==> config.mk <==
export PLATFORM = sky130hd
export DESIGN_NAME = chop_ctrl
export DESIGN_NICKNAME = d
export VERILOG_FILES = /design/src/rtl/chop_pkg.sv /design/src/rtl/chop_timer.sv /design/src/rtl/chop_fsm.sv /design/src/rtl/chop_ctrl.sv
export SDC_FILE = /design/constraint.sdc
export NUM_CORES = 1
export LEC_CHECK = 0
export BUFFER_PORTS_ARGS = -buffer_cell sky130_fd_sc_hd__buf_4
export CAP_MARGIN = 10
export CORE_MARGIN = 2
export CORE_UTILIZATION = 57
export DETAILED_ROUTE_END_ITERATION = 12
export GPL_TIMING_DRIVEN = 0
export PLACE_DENSITY = 0.77
export SETUP_SLACK_MARGIN = 0.2
export SLEW_MARGIN = 25
export SYNTH_ARGS = -nofsm -noshare
export SYNTH_HDL_FRONTEND = slang
export SYNTH_SLANG_ARGS = --single-unit
==> constraint.sdc <==
create_clock -name clk -period 2.7 [get_ports clk]
set_input_delay 0.405 -clock clk [delete_from_list [all_inputs] [get_ports clk]]
set_output_delay 0.405 -clock clk [all_outputs]
set_load 0.01 [all_outputs]
==> src/rtl/chop_pkg.sv <==
package chop_pkg;

    typedef enum logic [1:0] {
        BR_OFF   = 2'b00,
        BR_DRIVE = 2'b01,
        BR_FAST  = 2'b10,
        BR_SLOW  = 2'b11
    } bridge_t;

    typedef enum logic [2:0] {
        ST_IDLE  = 3'd0,
        ST_BLANK = 3'd1,
        ST_ON    = 3'd2,
        ST_FAST  = 3'd3,
        ST_SLOW  = 3'd4
    } chop_state_t;

    function automatic bridge_t state_to_bridge(input chop_state_t s);
        case (s)
            ST_BLANK, ST_ON: return BR_DRIVE;
            ST_FAST:         return BR_FAST;
            ST_SLOW:         return BR_SLOW;
            default:         return BR_OFF;
        endcase
    endfunction

endpackage

==> src/rtl/chop_timer.sv <==
module chop_timer #(
    parameter int CW = 10
) (
    input  logic          clk,
    input  logic          rst,
    input  logic          restart,
    output logic [CW-1:0] cnt
);
    localparam logic [CW-1:0] CNT_MAX = {CW{1'b1}};

    always_ff @(posedge clk) begin
        if (rst || restart)
            cnt <= '0;
        else if (cnt != CNT_MAX)
            cnt <= cnt + 1'b1;
    end
endmodule

==> src/rtl/chop_fsm.sv <==
module chop_fsm
    import chop_pkg::*;
#(
    parameter int OFF_CYC   = 960,
    parameter int FAST_CYC  = 300,
    parameter int BLANK_CYC = 32,
    parameter int CW        = 10
) (
    input  logic          clk,
    input  logic          rst,
    input  logic          sleep,
    input  logic          trip,
    input  logic          decrease,
    input  logic [CW-1:0] cnt,
    output logic          restart,
    output chop_state_t   state
);
    localparam logic [CW-1:0] BLANK_LAST = CW'(BLANK_CYC - 1);
    localparam logic [CW-1:0] FAST_LAST  = CW'(FAST_CYC - 1);
    localparam logic [CW-1:0] OFF_LAST   = CW'(OFF_CYC - 1);

    chop_state_t nxt;
    chop_state_t off_entry;

    always_comb begin
        off_entry = decrease ? ST_FAST : ST_SLOW;
        nxt = state;
        case (state)
            ST_IDLE:  nxt = ST_BLANK;
            ST_BLANK: if (cnt == BLANK_LAST) nxt = trip ? off_entry : ST_ON;
            ST_ON:    if (trip) nxt = off_entry;
            ST_FAST:  if (cnt == FAST_LAST) nxt = ST_SLOW;
            ST_SLOW:  if (cnt == OFF_LAST) nxt = ST_BLANK;
            default:  nxt = ST_IDLE;
        endcase
        if (sleep) nxt = ST_IDLE;
        // the fast-to-slow hand-over keeps counting: one off period, one timer run
        restart = (nxt != state) && !(state == ST_FAST && nxt == ST_SLOW);
    end

    always_ff @(posedge clk) begin
        if (rst) state <= ST_IDLE;
        else     state <= nxt;
    end

    // early blanking cycles keep the bridge in drive regardless of trip
    p_blank_hold_r3: assert property (@(posedge clk) disable iff (rst)
        (state == ST_BLANK && cnt != BLANK_LAST && !sleep) |=> state == ST_BLANK);

    // a trip during the on-phase starts an off period next cycle
    p_trip_ends_on_r5: assert property (@(posedge clk) disable iff (rst)
        (state == ST_ON && trip && !sleep) |=> (state == ST_FAST || state == ST_SLOW));

    // slow decay persists until the off period is used up
    p_off_hold_r6: assert property (@(posedge clk) disable iff (rst)
        (state == ST_SLOW && cnt != OFF_LAST && !sleep) |=> state == ST_SLOW);

    // a decrease flag at off entry selects fast decay first
    p_mixed_pick_r8: assert property (@(posedge clk) disable iff (rst)
        (state == ST_ON && trip && decrease && !sleep) |=> state == ST_FAST);

    // fast portion hands over to slow decay, never back to drive
    p_fast_to_slow_r8: assert property (@(posedge clk) disable iff (rst)
        (state == ST_FAST && cnt == FAST_LAST && !sleep) |=> state == ST_SLOW);

    // sleep parks the controller
    p_sleep_idle_r11: assert property (@(posedge clk) disable iff (rst)
        sleep |=> state == ST_IDLE);
endmodule

==> src/rtl/chop_ctrl.sv <==
module chop_ctrl
    import chop_pkg::*;
#(
    parameter int OFF_CYC   = 960,
    parameter int FAST_CYC  = OFF_CYC * 5 / 16,
    parameter int BLANK_CYC = 32
) (
    input  logic       clk,
    input  logic       rst,
    input  logic       enable,
    input  logic       sleep,
    input  logic       trip,
    input  logic       decrease,
    output logic [1:0] bridge
);
    localparam int CW = $clog2(OFF_CYC + BLANK_CYC + 1);

    logic [CW-1:0] cnt;
    logic          restart;
    chop_state_t   state;

    chop_timer #(.CW(CW)) u_timer (
        .clk     (clk),
        .rst     (rst),
        .restart (restart),
        .cnt     (cnt)
    );

    chop_fsm #(
        .OFF_CYC   (OFF_CYC),
        .FAST_CYC  (FAST_CYC),
        .BLANK_CYC (BLANK_CYC),
        .CW        (CW)
    ) u_fsm (
        .clk      (clk),
        .rst      (rst),
        .sleep    (sleep),
        .trip     (trip),
        .decrease (decrease),
        .cnt      (cnt),
        .restart  (restart),
        .state    (state)
    );

    always_comb begin
        if (enable && !sleep) bridge = state_to_bridge(state);
        else                  bridge = BR_OFF;
    end

    initial begin
        assert (FAST_CYC >= 1 && FAST_CYC < OFF_CYC && BLANK_CYC >= 1);
    end

    // reset leaves the bridge off on the next cycle
    p_reset_off_r1: assert property (@(posedge clk)
        rst |=> bridge == BR_OFF);
endmodule

==> impl_metrics.yaml, run 1 <==
setup_path:
  crit_required_ns: 2.83
  critPathMaxStageDelay_ns: 0.64
  critPathMaxFanout: 10
  path_cells: "ha_1, and4_1, clkbuf_1, and4b_1, nand2_1, a211oi_2, nor4b_1"
  path_class: "reg -> reg"
  critPathLaunchType: "flop"
  cpMaxStageDelayCell: "a211oi_2"
  worst_ep_arrival_time_ns: 2.43
  endpoint_kind: "flop"
clocking:
  cts_resized: 0
  clkSlewWorstSetupHoldPaths_ns: 0.10
  post_cts_buffers: 0
  cts_tree: "built"
  clock-sinks: 13
  cts_max_level: 1
  cts_buffers: 3
  cts_buffer_depth: 2
  cts_root_buf: "clkbuf_4"
  cts_hold_buf: 0
  clk_latency_ns: 0.28
placement:
  gp_congestion: 0.923
  place_hpwl_um: 1460
  port_buffers: 7
grt:
  grt_antenna_before_repair: 0
  grt_max_degree: 11
  grt_pass1_wl_um: 3520
  grtUsageTotal_pct: 23.9
  grt-ovfl-total: 0
  grt_pass1_vias: 814
layout:
  drive_above_1_share_pct: 18.2
  nNetsFinal: 129
  n_antenna_cell: 0
  area_growth_pct: 11.0
sta:
  hold_violations: 0
  finalCritPeriodShare_pct: 85.1
  setup_violations: 0
  max_freq_mhz: 435
  relSlewSlack_pct: 50.1
  skew_ns: 0.00944
  rsz0062_at_grt: "false"
  worst_pin_slew_ns: 0.747
  tns_ns: 0
  period_needed_ns: 2.30
  slew_viol_final: 0
yosys:
  yosysSeqAreaShare_pct: 27.1
  synthTopCellsByArea: "dfxtp_1 27%, nor4b_1 7.3%, nand2_1 4.7%"
  ys_warn_count: 0
  syn_area_um2: 960
  synth_area_per_cell_um2: 8.72
  syn-num-nets: 117
  syn_inst: 110
  synth_cell_types: 38
  async_reset_ff_share_pct: 0
  synth_ff_type: "dfxtp_1"
  synth_top_area_share_pct: 27.1
  synth_common_cells: "13 x dfxtp_1, 12 x nand2_1, 8 x a21oi_1, 8 x nor4b_1, 5 x nor2_1"
  synth_most_common_cell: "dfxtp_1"
  synth_top_area_cell: "dfxtp_1"
  ys_ff_latch: 13
  synth_enable_flop_cells: 0
floorplan:
  core_mm2: 0.00154
  initial_core_util_pct: 62.3
  fp.dieW_um: 45.0
  rows: 14
  io_pins: 8
  die_h_um: 45.0
  die-area_mm2: 0.00203
drt:
  drc: 0
  dr.first_iter.drc_count: 22
  detail-route-antenna-nets: 0
  drt-pass1-iter-count: 5
  routed_wl_um: 2050
  avgRoutedWirePerCell_um: 14.9
  avgViaCountPerCell: 6.34
  vias: 869
run_status:
  status: "finished clean"
job:
  drv_cap: 0
hold_path:
  hold_path_class: "in -> reg"
power_and_ir_drop:
  power.leakage_uw: 0.000357
  powerDensity_mw_per_mm2: 346
  vdd_drop_max_mv: 0.345
  power.total_uw: 368
[path summary, 6_finish.rpt]
path,start,to,slack (ns),cells past startpoint
setup / recovery,u_timer.cnt[0],u_timer.cnt[5],0.40,7
hold reg to reg,u_timer.cnt[1],u_timer.cnt[1],0.58,2
setup reg to reg,u_timer.cnt[0],u_timer.cnt[5],0.40,7
hold / removal,rst,u_fsm.state[0],0.33,2
[metrics by stage]
| step | util [%] | hold slack (ns) | setup WS (ns) | cells | area [um^2] |
|---|---|---|---|---|---|
| floorplan | - | 0.474 | 0.756 | 110 | 960 |
| CTS | 68.8 | 0.322 | 0.395 | 137 | 1060 |
| detailed placement | 67.0 | 0.568 | 0.436 | 133 | 1030 |
| finish | 69.1 | 0.334 | 0.401 | 137 | 1060 |
| global route | 69.1 | 0.324 | 0.216 | 137 | 1060 |
| global placement | 67.0 | 0.545 | 0.484 | 133 | 1030 |
[placed cells by master, fill, tap and decap left out, types with 2 or more instances in the layout]
cell type / instances
dfxtp_1: 13
buf_4: 7
nor3_1: 3
o21ai_0: 4
nand4bb_1: 2
xnor2_1: 3
nand2b_1: 4
xor2_1: 2
nor4bb_1: 3
clkbuf_4: 3
nand4_1: 3
nor4_2: 2
and4_1: 2
nand3_1: 4
nor2b_1: 4
and3_1: 2
nand2_1: 12
nor4b_1: 8
clkbuf_1: 4
a211oi_2: 3
nor2_1: 5
mux2i_1: 3
a21oi_1: 8
[worst max-delay path: cells and delay by family, from the launching register on]
kind | cells | cell delay, ns
buffers and inverters | 1 | 0.19
AND/OR/NAND/NOR | 4 | 0.66
flip-flops | 1 | 0.39
adder cells (fa/ha/maj) | 1 | 0.26
AO/OA/AOI/OAI | 1 | 0.64
[final cells by class]
cell class	instances	area [um^2]
Sequential cell	13	260
Timing Repair Buffer	7	52.6
Buffer	5	26.3
Clock inverter	1	5.00
Multi-Input combinational cell	92	678
Tap cell	16	20.0
Fill cell	141	477
Clock buffer	3	22.5
[logic make-up after synthesis]
logic type	share of synthesized area (%)
AO/OA/AOI/OAI	14.2
XOR/XNOR	4.56
adder cells (fa/ha/maj)	1.30
buffers and inverters	2.74
flip-flops	27.1
multiplexers	4.30
AND/OR/NAND/NOR	45.8
[sequential cells by signal, indices dropped and copies added (netlist names)]
signal       flops
u_fsm.state      3
u_timer.cnt     10
[layer usage]
layer | vias to the layer above | part of all wire, % | global-route usage (%)
li1 | 447 | - | -
met1 | 400 | 49 | 29.9
met2 | 20 | 46 | 38.3
met3 | 2 | 3.9 | 4.80
met4 | 0 | 0.93 | 12.9
met5 | - | 0 | 0
[power by group]
| group | switching (uW) | internal [uW] | total, uW |
|---|---|---|---|
| sequential | 2.68 | 195 | 197 |
| combinational | 24.2 | 19.7 | 43.9 |
| clock | 72.0 | 54.9 | 127 |
(Power assumes the default switching activity.)
==> run 2, diff against run 1 <==
CORE_MARGIN = not set   (was 2)
clock period = 2.5 ns   (was 2.7 ns; I/O delays follow)
==> run 2 against run 1 <==
Worst hold slack lost 0.041 ns. Power grew 13%. Sequential share of layout area shrank 1.3 points. Global-route usage grew 2.4 points. Register-to-register slack lost 0.10 ns. Clock power grew 15%. Non-clock buffer count grew 5. Die area shrank 8.7%. Worst setup slack lost 0.10 ns. Routed wire length grew 8.7%. First-iteration DRC count grew 23%. Critical endpoint is now u_timer.cnt[6]. Largest cell class unchanged.
==> impl_metrics.yaml, run 2 (synthesis gave the netlist of run 1 again) <==
sta:
  relSlewSlack_pct: 59.6
  worst_pin_slew_ns: 0.602
  hold_violations: 0
  hold_slack_ns: 0.293
  rsz0062_at_grt: "true"
  tns_ns: 0
  worst_slack_ns: 0.301
  skew_ns: 0.00202
  max_freq_mhz: 455
  slew_viol_final: 0
  setup_violations: 0
  finalCritPeriodShare_pct: 87.9
  period_needed_ns: 2.20
layout:
  seqCellArea_um2: 260
  n_antenna_cell: 0
  multi_input_area_um2: 686
  area_growth_pct: 16.9
  nFillCells: 131
  final_cell_mix: "13 x dfxtp_1, 12 x nand2_1, 11 x buf_4, 8 x a21oi_1, 8 x nor4b_1"
  reg_top3: "u_timer.cnt x10, u_fsm.state x3"
  final_common_cell: "dfxtp_1"
  drive_above_1_share_pct: 21.4
  regMostFlops: "u_timer.cnt"
  nNetsFinal: 134
  largest_register_ffs: 10
  fin_util_pct: 72.8
placement:
  place_hpwl_um: 1490
  port_buffers: 7
  pre_cts_ws_ns: 0.229
  gp_congestion: 0.918
clocking:
  clock-sinks: 13
  clk_latency_ns: 0.30
  cts_tree: "built"
  cts_max_level: 1
  cts_buffer_depth: 2
  cts_buffers: 3
  clkSlewWorstSetupHoldPaths_ns: 0.09
  cts_root_buf: "clkbuf_4"
drt:
  avgRoutedWirePerCell_um: 15.7
  dr.first_iter.drc_count: 27
  drt-pass1-iter-count: 4
  met2WireLength_um: 1090
  dr_wl_met3_um: 103
  avgViaCountPerCell: 6.64
  drc: 0
  routed_wl_um: 2220
  top_layer: "met4"
  wl_met1_um: 975
  vias: 943
  detail-route-antenna-nets: 0
job:
  drv_cap: 0
grt:
  grtUsageTotal_pct: 26.3
  grt_antenna_before_repair: 0
  grt_pass1_wl_um: 3670
  grt_pass1_vias: 830
  grt_max_degree: 11
  grt-ovfl-total: 0
setup_path:
  path_delay_family: "simple AND/OR/NAND/NOR gates"
  path_class: "reg -> reg"
  path_cells: "buf_6, or4b_4, o31ai_4, a211oi_2, nor4_4, nor4b_1"
  worst_ep_arrival_time_ns: 2.36
  critPathMaxStageDelay_ns: 0.58
  crit_buf_inv: 1
  crit_required_ns: 2.66
  critPathLaunchType: "flop"
  endpoint_kind: "flop"
  cpMaxStageDelayCell: "nor4_4"
  critPathMaxFanout: 10
run_status:
  status: "finished clean"
power_and_ir_drop:
  vdd_drop_max_mv: 0.336
  powerDensity_mw_per_mm2: 371
  power.total_uw: 416
  power.leakage_uw: 0.000385
floorplan:
  fp.dieW_um: 43.0
  core_mm2: 0.00154
  die-area_mm2: 0.00185
  rows: 14
  initial_core_util_pct: 62.3
  die_h_um: 43.0
  io_pins: 8
hold_path:
  hold_path_class: "in -> reg"
## run 2: cell types whose count changed in the layout (fill, tap and decap cells not counted)
cell      delta
buf_4        +4
a211oi_4     +1
a211oi_2     -1
buf_12       +1
## run 2: final timing paths
check,from,endpoint,slack (ns),cells past startpoint
worst max register to register,u_timer.cnt[5],u_timer.cnt[6],0.30,6
worst max-delay path,u_timer.cnt[5],u_timer.cnt[6],0.30,6
worst min register to register,u_timer.cnt[1],u_timer.cnt[1],0.57,2
worst min-delay path,rst,u_fsm.state[0],0.29,2
## run 2: metrics by stage
step                cells  area [um^2]
floorplan             110          960
global placement      133         1030
CTS                   137         1060
global route          142         1120
finish                142         1120
detailed placement    133         1030
## run 2: area by class of cell
type | instances | area share, %
multi-input cells | 92 | 61.1
flip-flops and latches | 13 | 23.2
repair buffers | 12 | 9.14
plain buffers | 5 | 2.34
clock buffers | 3 | 2.01
well taps | 16 | 1.78
clock inverters | 1 | 0.446
## run 2: timing repair
item,4_1_cts,5_1_grt
hold buffers,0,0
resized for setup,1,1
pin swaps,0,3
endpoints found under the setup margin,1,10
setup buffers,0,5
## run 2: routing by layer
| metal | up-vias | GRT usage (%) |
|---|---|---|
| met1 | 436 | 30.8 |
| met3 | 9 | 4.26 |
| met5 | - | 0 |
| li1 | 460 | - |
| met2 | 38 | 45.5 |
| met4 | 0 | 13.9 |
## run 2: report_power, final
| group | leakage [uW] | internal, uW | total (uW) | switching (uW) |
|---|---|---|---|---|
| logic | 0.000262 | 27.8 | 57.0 | 29.2 |
| registers | 0.000105 | 210 | 213 | 3.19 |
| clock network | 0.0000177 | 59.7 | 146 | 86.0 |
| total | 0.000385 | 298 | 416 | 118 |
==> run 3, diff against run 2 <==
clock period = 2.2 ns   (was 2.5 ns; I/O delays follow)
==> run 3 against run 2 <==
Global-route usage increased by 1.9 points. Via count increased by 1.5%. Worst hold slack got worse by 0.035 ns. Register-to-register slack got worse by 0.12 ns. Count of clock-buffer cells in the layout unchanged. Combinational power increased by 24%. Cell area increased by 10%. Core utilization increased by 7.5 points. Clock skew about the same. Critical endpoint is now u_timer.cnt[0]. Largest power group unchanged. Highest routed layer unchanged.
==> impl_metrics.yaml, run 3 (synthesis gave the netlist of run 1 again) <==
placement:
  gp_congestion: 0.918
  place_hpwl_um: 1490
  dpl_cell_area_mm2: 0.00103
  port_buffers: 7
run_status:
  status: "finished clean"
sta:
  setup_violations: 0
  finalCritPeriodShare_pct: 91.9
  worst_pin_slew_ns: 0.400
  skew_ns: 0.00235
  relSlewSlack_pct: 73.3
  hold_violations: 0
  rsz0062_at_grt: "true"
  max_freq_mhz: 495
  period_needed_ns: 2.02
  slew_viol_final: 0
setup_path:
  r2r.worst_path.cells: 7
  timing.critical_path.to: "u_timer.cnt[0]"
  crit_required_ns: 2.39
  endpoint_kind: "flop"
  critPathLaunchType: "flop"
  crit_start: "u_timer.cnt[5]"
  reg2reg_setup_slack_ns: 0.18
  r2r-start: "u_timer.cnt[5]"
  critPathMaxFanout: 5
  path_class: "reg -> reg"
  worst_ep_arrival_time_ns: 2.22
  rr_endpoint: "u_timer.cnt[0]"
clocking:
  clkSlewWorstSetupHoldPaths_ns: 0.09
  cts_max_level: 1
  cts_buffers: 3
  clock-sinks: 13
  cts_hold_buf: 0
  cts_root_buf: "clkbuf_4"
  clk_latency_ns: 0.30
  cts_buffer_depth: 2
  cts_tree: "built"
grt:
  grt_pass1_vias: 886
  grt-ovfl-total: 0
  grtUsageTotal_pct: 28.3
  grt_max_degree: 11
  grt_pass1_wl_um: 3930
  grt_antenna_before_repair: 0
layout:
  drive_above_1_share_pct: 35.4
  fin_util_pct: 80.4
  finalInstanceArea_mm2: 0.00124
  largest_register_ffs: 10
  final_common_cell: "buf_4"
  final_cell_mix: "14 x buf_4, 12 x nand2_1, 9 x dfxtp_1, 8 x a21oi_1"
  nNetsFinal: 138
  n_antenna_cell: 0
  area_growth_pct: 29.1
  reg_top3: "u_timer.cnt x10, u_fsm.state x3"
  regMostFlops: "u_timer.cnt"
power_and_ir_drop:
  p_clk_share_pct: 34.4
  power.total_uw: 478
  internal_power_uw: 341
  comb_power_share_pct: 14.8
  power.leakage_uw: 0.000437
  powerDensity_mw_per_mm2: 386
  p_switching_uw: 137
  vdd_drop_max_mv: 0.352
  power_frac_seq_pct: 50.8
  p_sw_share_pct: 28.6
floorplan:
  initial_core_util_pct: 62.3
  fp.dieW_um: 43.0
  io_pins: 8
  rows: 14
  die_h_um: 43.0
  core_mm2: 0.00154
  die-area_mm2: 0.00185
drt:
  drc: 0
  avgViaCountPerCell: 6.55
  dr.first_iter.drc_count: 34
  drt-pass1-iter-count: 4
  vias: 957
  detail-route-antenna-nets: 0
  avgRoutedWirePerCell_um: 17.4
  routed_wl_um: 2540
hold_path:
  hold_path_class: "in -> reg"
job:
  drv_cap: 0
## run 3: changes by cell type in the layout (fill, tap and decap cells not counted), sizes merged
cell	before	now
buf	13	17
## run 3: worst min path at each step
stage	cells after the start	from	to	slack, ns
after global routing	2	rst	u_fsm.state[0]	0.27
after floorplan	1	rst	u_fsm.state[0]	0.40
after global placement	2	u_timer.cnt[1]	u_timer.cnt[1]	0.55
final	2	rst	u_fsm.state[2]	0.26
after detailed placement	2	rst	u_fsm.state[0]	0.56
after CTS	2	rst	u_fsm.state[0]	0.24
## run 3: power by group through the flow
stage,clock network (uW),logic (uW),registers [uW]
3_5_place_dp,0,53.2,248
5_1_grt,172,76.4,243
3_3_place_gp,0,52.1,248
6_report,164,70.9,243
2_1_floorplan,0,34.1,247
4_1_cts,164,63.8,242
## run 3: timing repair
item                                    4_1_cts  5_1_grt
endpoints found under the setup margin       10       12
buffers inserted                              3        5
resized for setup                             8       19
cloned                                        0        1
pin swaps                                     4        7
## run 3: final cells by class
type	count	area (um^2)
multi-input combinational	92	757
fill	100	303
sequential	13	268
timing repair buffer	16	136
buffer	5	30.0
clock buffer	3	22.5
tap	16	20.0
clock inverter	1	5.00
## run 3: per-layer routing
metal  share of wire (%)  GRT usage [%]  vias up
met3                 4.7           4.26        7
met1                  42           33.2      459
met2                  51           48.2       26
li1                    -              -      465
met4                 2.5           16.4        0
met5                   0              0        -
## run 3: stage by stage
| stage | hold WS, ns | std cells | setup WS, ns | setup TNS (ns) |
|---|---|---|---|---|
| 5_1_grt | 0.271 | 146 | 0.146 | 0 |
| 6_report | 0.258 | 146 | 0.178 | 0 |
| 4_1_cts | 0.244 | 140 | 0.207 | 0 |
| 3_5_place_dp | 0.556 | 133 | -0.0714 | -0.537 |
| 2_1_floorplan | 0.399 | 110 | 0.256 | 0 |
| 3_3_place_gp | 0.546 | 133 | -0.00956 | -0.0486 |
## run 3: critical path: stages (launching register included)
cell,delay [ns]
dfxtp_2,0.33
buf_6,0.11
or4b_4,0.49
o31ai_4,0.33
a211oi_2,0.14
nor4_4,0.26
buf_4,0.22
nor4b_1,0.05
